--- src/rtl/irpwm_pkg.sv ---
package irpwm_pkg;
   parameter int BAUD_W = 6;
   parameter int WID_W  = 5;
   parameter int PAM_W  = 5;
   localparam int CTL_W = BAUD_W + WID_W + PAM_W;

   // field order is decoded by the pulse generator: divisor on top
   typedef struct packed {
      logic [BAUD_W-1:0] baud;
      logic [WID_W-1:0]  width;
      logic [PAM_W-1:0]  pream;
   } phy_word_t;

   typedef struct packed {
      logic sir;
      logic mir;
      logic fir;
      logic crc16;
   } mode_t;
endpackage

--- src/rtl/irpwm_cfg_gate.sv ---
module irpwm_cfg_gate
   import irpwm_pkg::*;
(
   input  logic      clk,
   input  logic      rst_n,
   input  logic      phy_en,
   input  phy_word_t nxt_word,
   input  mode_t     nxt_mode,
   input  logic      nxt_clk48,
   output phy_word_t cur_word,
   output mode_t     mode_on,
   output logic      clk48_on,
   output logic      cfg_err
);
   logic phy_q;
   logic rise;
   logic multi;

   assign rise  = phy_en & ~phy_q;
   assign multi = (2'(nxt_mode.sir) + 2'(nxt_mode.mir) + 2'(nxt_mode.fir)) > 2'd1;

   always_ff @(posedge clk) begin
      if (!rst_n) begin
         phy_q    <= 1'b0;
         cur_word <= '0;
         mode_on  <= '0;
         clk48_on <= 1'b0;
         cfg_err  <= 1'b0;
      end else begin
         phy_q <= phy_en;
         if (rise) begin
            cur_word <= nxt_word;
            clk48_on <= nxt_clk48;
            cfg_err  <= multi;
            mode_on  <= multi ? '0 : nxt_mode;
         end else if (!phy_en) begin
            mode_on <= '0;
         end
      end
   end


   cur_hold_chk: assert property (@(posedge clk) disable iff (!rst_n)
      !(phy_en && !phy_q) |=> $stable(cur_word));

   err_quiet_chk: assert property (@(posedge clk) disable iff (!rst_n)
      cfg_err |-> (mode_on == '0));

   one_mode_chk: assert property (@(posedge clk) disable iff (!rst_n)
      $onehot0({mode_on.sir, mode_on.mir, mode_on.fir}));

   down_clear_chk: assert property (@(posedge clk) disable iff (!rst_n)
      !phy_en |=> (mode_on == '0));
endmodule

--- src/rtl/irpwm_pulse_gen.sv ---
module irpwm_pulse_gen #(
   parameter int BAUD_W   = 6,
   parameter int WID_W    = 5,
   parameter int PRE_SLOW = 5,
   parameter int PRE_FAST = 3,
   parameter bit DUAL_CLK = 1'b1
) (
   input  logic              clk,
   input  logic              rst_n,
   input  logic              run,
   input  logic              start,
   input  logic              fast,
   input  logic [BAUD_W-1:0] baud,
   input  logic [WID_W-1:0]  width,
   output logic              busy
);
   localparam int DIV_MAX = (PRE_SLOW > PRE_FAST) ? PRE_SLOW : PRE_FAST;
   localparam int CNT_W   = (DIV_MAX > 2) ? $clog2(DIV_MAX) : 1;

   initial begin : prm_chk
      assert (PRE_SLOW >= 2 && PRE_FAST >= 2 && BAUD_W >= 1 && WID_W >= 1)
         else $error("irpwm_pulse_gen: bad parameters");
   end

   logic [CNT_W-1:0]  div_last;
   logic [CNT_W-1:0]  pre_cnt;
   logic [BAUD_W-1:0] bcnt;
   logic [WID_W-1:0]  wcnt;

   generate
      if (DUAL_CLK) begin : g_dual
         assign div_last = fast ? CNT_W'(PRE_FAST - 1) : CNT_W'(PRE_SLOW - 1);
      end else begin : g_single
         logic unused_fast;
         assign unused_fast = fast;
         assign div_last = CNT_W'(PRE_SLOW - 1);
      end
   endgenerate

   always_ff @(posedge clk) begin
      if (!rst_n) begin
         busy    <= 1'b0;
         pre_cnt <= '0;
         bcnt    <= '0;
         wcnt    <= '0;
      end else if (!run) begin
         busy <= 1'b0;
      end else if (!busy) begin
         if (start) begin
            busy    <= 1'b1;
            pre_cnt <= '0;
            bcnt    <= '0;
            wcnt    <= '0;
         end
      end else if (pre_cnt == div_last) begin
         pre_cnt <= '0;
         if (bcnt == baud) begin
            bcnt <= '0;
            if (wcnt == width) busy <= 1'b0;
            else               wcnt <= wcnt + 1'b1;
         end else begin
            bcnt <= bcnt + 1'b1;
         end
      end else begin
         pre_cnt <= pre_cnt + 1'b1;
      end
   end


   abort_chk: assert property (@(posedge clk) disable iff (!rst_n)
      !run |=> !busy);

   range_chk: assert property (@(posedge clk) disable iff (!rst_n)
      busy |-> (wcnt <= width && bcnt <= baud));

   launch_chk: assert property (@(posedge clk) disable iff (!rst_n)
      (!busy && run && start) |=> (busy && wcnt == '0));
endmodule

--- src/rtl/irpwm_top.sv ---
module irpwm_top
   import irpwm_pkg::*;
#(
   parameter int PRE_SLOW = 5,
   parameter int PRE_FAST = 3,
   parameter bit DUAL_CLK = 1'b1
) (
   input  logic             clk,
   input  logic             rst_n,
   input  logic             phy_en,
   input  logic [CTL_W-1:0] nxt_ctl,
   input  logic             req_sir,
   input  logic             req_mir,
   input  logic             req_fir,
   input  logic             req_crc16,
   input  logic             clk48_sel,
   input  logic             tx_en,
   input  logic             rx_en,
   input  logic             loop_en,
   input  logic             tx_inv,
   input  logic             rx_inv,
   input  logic             tx_stb,
   input  logic             tx_bit,
   input  logic             ir_rx,
   output logic             ir_tx,
   output logic             rx_data,
   output logic [CTL_W-1:0] cur_ctl,
   output logic             sir_on,
   output logic             mir_on,
   output logic             fir_on,
   output logic             crc16_on,
   output logic             cfg_err,
   output logic             txen_st,
   output logic             rxen_st
);
   phy_word_t cur_word;
   mode_t     req_mode;
   mode_t     mode_on;
   logic      clk48_on;
   logic      run;
   logic      busy;

   assign req_mode = '{sir: req_sir, mir: req_mir, fir: req_fir, crc16: req_crc16};

   irpwm_cfg_gate u_gate (
      .clk       (clk),
      .rst_n     (rst_n),
      .phy_en    (phy_en),
      .nxt_word  (phy_word_t'(nxt_ctl)),
      .nxt_mode  (req_mode),
      .nxt_clk48 (clk48_sel),
      .cur_word  (cur_word),
      .mode_on   (mode_on),
      .clk48_on  (clk48_on),
      .cfg_err   (cfg_err)
   );

   assign run = phy_en & tx_en & (mode_on.sir | mode_on.mir);

   irpwm_pulse_gen #(
      .BAUD_W   (BAUD_W),
      .WID_W    (WID_W),
      .PRE_SLOW (PRE_SLOW),
      .PRE_FAST (PRE_FAST),
      .DUAL_CLK (DUAL_CLK)
   ) u_pulse (
      .clk   (clk),
      .rst_n (rst_n),
      .run   (run),
      .start (tx_stb & ~tx_bit),
      .fast  (clk48_on),
      .baud  (cur_word.baud),
      .width (cur_word.width),
      .busy  (busy)
   );

   assign ir_tx    = (busy & phy_en) ^ tx_inv;
   assign txen_st  = tx_en;
   assign rxen_st  = rx_en & (~tx_en | loop_en);
   assign rx_data  = rxen_st & (ir_rx ^ rx_inv);
   assign cur_ctl  = cur_word;
   assign sir_on   = mode_on.sir;
   assign mir_on   = mode_on.mir;
   assign fir_on   = mode_on.fir;
   assign crc16_on = mode_on.crc16;


   fir_silent_chk: assert property (@(posedge clk) disable iff (!rst_n)
      (fir_on || cfg_err) |-> (ir_tx == tx_inv));

   down_idle_chk: assert property (@(posedge clk) disable iff (!rst_n)
      !phy_en |-> (ir_tx == tx_inv));
endmodule

--- config.mk ---
export PLATFORM = sky130hd
export DESIGN_NAME = irpwm_top
export DESIGN_NICKNAME = d
export VERILOG_FILES = /design/src/rtl/irpwm_pkg.sv /design/src/rtl/irpwm_cfg_gate.sv /design/src/rtl/irpwm_pulse_gen.sv /design/src/rtl/irpwm_top.sv
export SDC_FILE = /design/constraint.sdc
export NUM_CORES = 1
export LEC_CHECK = 0
export ABC_AREA = 1
export BUFFER_PORTS_ARGS = -buffer_cell sky130_fd_sc_hd__buf_2
export CELL_PAD_IN_SITES_DETAIL_PLACEMENT = 0
export CELL_PAD_IN_SITES_GLOBAL_PLACEMENT = 1
export CORE_ASPECT_RATIO = 1.25
export CORE_MARGIN = 4
export CORE_UTILIZATION = 25
export DETAILED_ROUTE_END_ITERATION = 10
export PLACE_DENSITY_LB_ADDON = 0.1
export RECOVER_POWER = 25
export SYNTH_ARGS = -nofsm -noshare
export SYNTH_HDL_FRONTEND = slang
export SYNTH_SLANG_ARGS = --single-unit
export TNS_END_PERCENT = 50
--- constraint.sdc ---
create_clock -name clk -period 1.3 [get_ports clk]
set_input_delay 0.26 -clock clk [delete_from_list [all_inputs] [get_ports clk]]
set_output_delay 0.26 -clock clk [all_outputs]
set_load 0.1 [all_outputs]
# --- Yosys cells after proc, flatten, opt, wreduce, memory -nomap -nowiden ---
# Index checks and enable logic that the tools add are counted.
totals:
  output_inout_bits: 25
  input_bits: 32
  word_cells: 67
  ff_bits: 38
classes:
  n_addsub: 5
  n_eq_ne: 7
  n_reduce_logical: 5
  n_lt_le_gt_ge: 1
  mux: 21
  bitwise: 14
ops:
  columns: ["op", "count"]
  rows:
  - ["2-to-1 mux 5 bit", 5]
  - ["2-to-1 mux 6 bit", 4]
  - ["2-to-1 mux 3 bit", 4]
  - ["2-to-1 mux 4 bit", 3]
  - ["AND 1 bit", 7]
  - ["adder 6 x 1 -> 6 bit, second input constant", 1]
  - ["== test 6 bit", 1]
  - ["inequality test 2 bit, second input constant", 3]
  - ["adder 5 x 1 -> 5 bit, second input constant", 1]
  - ["== test 5 bit", 1]
  - ["2-to-1 mux 1 bit", 5]
  - ["AND reduction 5 bit", 1]
  - ["AND reduction 2 bit", 2]
  - ["adder 3 x 1 -> 3 bit, second input constant", 1]
  - ["== test 3 bit", 1]
  - ["inverter 1 bit", 3]
  - ["AND reduction 3 bit", 1]
  - ["adder 1 x 1 -> 2 bit", 1]
  - ["adder 2 x 1 -> 2 bit", 1]
  - ["> comparator 2 x 1 -> 1 bit, second input constant", 1]
  - ["inequality test 2 x 1 -> 1 bit, second input constant", 1]
  - ["OR 1 bit", 2]
  - ["nonzero test 2 bit", 1]
  - ["bitwise XOR 1 bit", 2]

# --- Depth between registers and ports, before layout ---
depth:
  ltp_word: 5
  mapped_depth: 10
  depth_no_buf: 10

# --- Cells and area by module ---
# Synthesis repeated with hierarchy kept, for this count alone.
hier_totals:
  hier_cells: 289
  hier_area_um2: 1970.6
modules_own_cells:
  columns: ["mod", "cells_each", "n_inst", "seq_area_each_um2", "area_each_um2"]
  rows:
  - ["irpwm_pulse_gen", 153, 1, 300.3, 997.2]
  - ["irpwm_cfg_gate", 116, 1, 460.4, 885.8]
  - ["irpwm_top", 20, 1, 0.0, 87.6]

# --- Worst setup path before layout ---
# Ideal clock, no wire load.
synth_path:
  path_kind: "in2out"
  from: "input port rx_en"
  to: "output port rx_data"
  arrival_time_ns: 3.462
  n_path_buf: 0
  required_time_ns: 1.040
  setup_slack_ns: -2.422
  cell_stages: 2
  path_cell_list: "a21boi_0 > and2_1"
synth_between:
  elab_chain_cells: 2
synth_rtl:
  columns: ["element", "line_no", "rtl"]
  rows:
  - ["start: declaration", "irpwm_top.sv:18", "input logic rx_en,"]
  - ["AND 1 bit", "irpwm_top.sv:79", "assign rxen_st = rx_en & (~tx_en | loop_en);"]
  - ["AND 1 bit", "irpwm_top.sv:80", "assign rx_data = rxen_st & (ir_rx ^ rx_inv);"]
  - ["end: declaration", "irpwm_top.sv:26", "output logic rx_data,"]
# Every way passes these cells.

# --- Worst setup path in the final report ---
layout_path:
  from: "register u_pulse.busy"
  to: "output port ir_tx"
layout_between:
  elab_chain_cells: 2
layout_rtl:
  columns: ["element", "line_no", "rtl"]
  rows:
  - ["start: declaration", "irpwm_pulse_gen.sv:15", "output logic busy"]
  - ["start signal: assignment", "irpwm_pulse_gen.sv:42", "busy <= 1'b0;"]
  - ["start signal: assignment", "irpwm_pulse_gen.sv:47", "busy <= 1'b0;"]
  - ["start signal: assignment", "irpwm_pulse_gen.sv:50", "busy <= 1'b1;"]
  - ["AND 1 bit", "irpwm_top.sv:77", "assign ir_tx = (busy & phy_en) ^ tx_inv;"]
  - ["bitwise XOR 1 bit", "irpwm_top.sv:77", null]
  - ["end: declaration", "irpwm_top.sv:25", "output logic ir_tx,"]
# Every way passes these cells.

==> impl_metrics.env <==
export IMPL_outcome="complete, but fails checks"
export IMPL_violations="negative setup slack"
export IMPL_use_met2=0.223
export IMPL_synth_cells_most_frequent="50 x nand2_1, 44 x nor2_1, 38 x dfxtp_1, 30 x inv_1, 26 x o21ai_0"
export IMPL_seq_area_um2=822
export IMPL_slew_headroom=0.640
export IMPL_fin_ws_ns=-0.0871
export IMPL_timing_max_cap_violations=0
export IMPL_drt_first_pass_iters=4
export IMPL_postRouteAntennaNets=0
export IMPL_ys_dominant_reg_cell="dfxtp_1"
export IMPL_synth_top_cell_by_area="dfxtp_1"
export IMPL_worst_hold_path_type="input pin to flop"
export IMPL_crit_family="flip-flops"
export IMPL_gr_usage_all_layers=0.122
export IMPL_final_setup_skew_ns=0.00369
export IMPL_clock_sinks=38
export IMPL_report_final_hold_viol_count=0
export IMPL_row_count=34
export IMPL_seq_area_frac_synth=0.411
export IMPL_critical_path_peak_fanout=2
export IMPL_tritoncts_clock_tree="built"
export IMPL_ffs_latches_synth=38
export IMPL_stdcell_count=448
export IMPL_number_of_global_route_vias_before_repair=1944
export IMPL_number_of_buffers_added_by_the_clock_tree_synthesis_step=5
export IMPL_cellPowerDensity_mw_per_mm2=940
export IMPL_via_count=1972
export IMPL_critPathCaptureType="output port"
export IMPL_timing_critical_path_arrival_ns=1.13
export IMPL_dp_wirelength_mm=4.13
export IMPL_grt_start_max_net_pins=26
export IMPL_core_area_mm2=0.00706
export IMPL_top_level_ports=57
export IMPL_worst_path_buf_inv=2
export IMPL_global_routing_usage_on_met1=0.134
export IMPL_final_setup_viol_count=7
export IMPL_cts_htree_levels=2
export IMPL_layout_filler_cells=750
export IMPL_die_area_mm2=0.00885
export IMPL_clock_fmax_mhz=721
export IMPL_required_time_of_the_critical_path_ns=1.04
export IMPL_report_power_total_mw=2.97
export IMPL_detail_route_vias_per_cell=4.40
export IMPL_synth_area_top_cells="dfxtp_1 41%, nand2_1 10%, nor2_1 8.9%, o21ai_0 7.0%, inv_1 6.1%"
export IMPL_crit_type="flop to output port"
export IMPL_report_final_slew_viol_count=0
export IMPL_whs_path_depth=3
export IMPL_synth_area_per_cell_um2=7.14
export IMPL_cts_reportedPaths_clkPinSlew_ns=0.07
export IMPL_cp_cell_sequence="buf_6 -> nand2_4 -> xnor2_4 -> buf_12"
export IMPL_finalNetCount=393
export IMPL_start_kind="flop"
export IMPL_die_x_um=84.9
export IMPL_worstRegToRegCells=9
export IMPL_power_switching_fraction=0.349
export IMPL_use_met3=0.0317
export IMPL_gp_congestion=0.816
export IMPL_totalWireLength_mm=5.24
export IMPL_syn_num_nets=295
export IMPL_edff_count_synth=0
export IMPL_synth_yosys_warnings=0
export IMPL_grt_remaining_overflow=0
export IMPL_vdd_ir_drop_worst_mv=0.429
export IMPL_seqPwrFrac=0.423
export IMPL_post_place_cells=435
export IMPL_wire_length_of_the_first_global_routing_pass_mm=8.74
export IMPL_number_of_instances_in_the_synthesized_netlist=259
export IMPL_pwr_share_comb=0.313
export IMPL_portBuffers=56
export IMPL_drt_first_iter_violations=24
export IMPL_fraction_of_synthesis_flops_using_an_asynchronous_set_or_reset_pin=0
export IMPL_library_cell_with_the_highest_instance_count_after_synthesis="nand2_1"
export IMPL_drive_above_1_share=0.458
export IMPL_grt_setup_unrepaired="yes"
export IMPL_final_period_utilization=1.07
export IMPL_insertion_delay_ns=0.29
export IMPL_busiest_layer="met2"
export IMPL_synthesis_area_mm2=0.00185
export IMPL_detail_route_drc_violations=0
export IMPL_intPower_mw=1.93
export IMPL_n_antenna_cell=0
export IMPL_ys_types=29
export IMPL_utilization=0.447
export IMPL_switching_power_mw=1.04
export IMPL_max_slew_worst_pin_slew_ns=0.543
export IMPL_syn_to_final_growth_pct=70.6
export IMPL_cp_slowest_stage_delay_ns=0.35
export IMPL_synth_top_area_share=0.411
export IMPL_clock_root_buffer="clkbuf_8"
export IMPL_avgRoutedWirePerCell_um=11.7
export IMPL_max_clock_path_buffers=2
export IMPL_pwr_share_clk=0.265
export IMPL_path_depth=4
export IMPL_multiInputGateArea_mm2=0.00106
export IMPL_cp_slowest_cell="dfxtp_4"
export IMPL_p_leak_nw=1.38
export IMPL_initial_antenna_violation_count=0
export IMPL_hold_slack_ns=0.191
export IMPL_initial_utilization=0.262
export IMPL_die_height_um=104
export IMPL_layout_min_cycle_time_ns=1.39
[what timing repair did]
action | 4_1_cts | 5_1_grt
setup endpoints to repair | 14 | 16
hold buffers | 0 | 0
endpoints found under the hold margin | 0 | 0
pin swaps | 3 | 9
gates resized for setup | 7 | 21
setup buffers | 2 | 3
[worst paths after layout]
path	start	to	slack (ns)
hold / removal	nxt_ctl[8]	u_gate.cur_word[8]	0.19
hold reg to reg	u_pulse.pre_cnt[0]	u_pulse.pre_cnt[0]	0.49
setup / recovery	u_pulse.busy	ir_tx	-0.09
setup reg to reg	u_pulse.busy	u_pulse.wcnt[1]	-0.04
[state kept, by name, indices dropped and copies added (netlist names)]
register and count:
u_gate.cfg_err 1, u_gate.clk48_on 1, u_gate.cur_word 16, u_gate.mode_on 4, u_gate.phy_q 1, u_pulse.bcnt 6, u_pulse.busy 1, u_pulse.pre_cnt 3
u_pulse.wcnt 5
[stage by stage]
| step | instance area (um^2) | TNS [ns] | setup slack (ns) |
|---|---|---|---|
| 2_1_floorplan | 1980 | -1.11 | -0.282 |
| 3_3_place_gp | 3010 | -0.539 | -0.0796 |
| 3_5_place_dp | 3010 | -0.789 | -0.117 |
| 4_1_cts | 3130 | -0.290 | -0.104 |
| 5_1_grt | 3160 | -1.34 | -0.132 |
| 6_report | 3160 | -0.202 | -0.0871 |
[cells by family (layout without fill, tap and decap cells)]
logic type	count (synthesis)	in the layout	share of synthesized area
compound gates	50	50	0.161
xor+xnor	7	7	0.0332
fa+ha+maj	4	4	0.0271
buf+inv	40	139	0.0893
flops	38	38	0.411
simple gates	120	120	0.278
[layout make-up]
cell class | count | area share
multi-input cells | 181 | 0.335
repair buffers | 99 | 0.303
flip-flops and latches | 38 | 0.261
inverters | 32 | 0.0404
well taps | 90 | 0.0357
clock buffers | 8 | 0.0254
[cells in the final DEF (no fill, tap or decap), types with 11 or more instances in the layout]
master	n
dfxtp_4	14
nand2_1	46
buf_4	42
nor2_1	40
a21oi_1	11
dfxtp_1	17
buf_2	31
buf_12	23
inv_1	22
o21ai_0	23
[power groups by stage]
stage | sequential (mW) | clock, mW | combinational [mW]
global route | 1.26 | 0.892 | 0.976
finish | 1.25 | 0.785 | 0.927
detailed placement | 1.29 | 0 | 0.934
floorplan | 1.59 | 0 | 0.221
global placement | 1.29 | 0 | 0.932
CTS | 1.26 | 0.835 | 0.945
[tightest hold or removal path: cells and delay by family]
family                 cells  cell delay [ns]
buffers and inverters      1             0.07
AND/OR/NAND/NOR            2             0.10
[routing by layer]
metal / part of all wire / up-vias
met1: 0.39 / 906
li1: - / 1031
met4: 0.013 / 0
met5: 0 / -
met3: 0.040 / 6
met2: 0.55 / 29
Power figures use the tool's default switching activity.
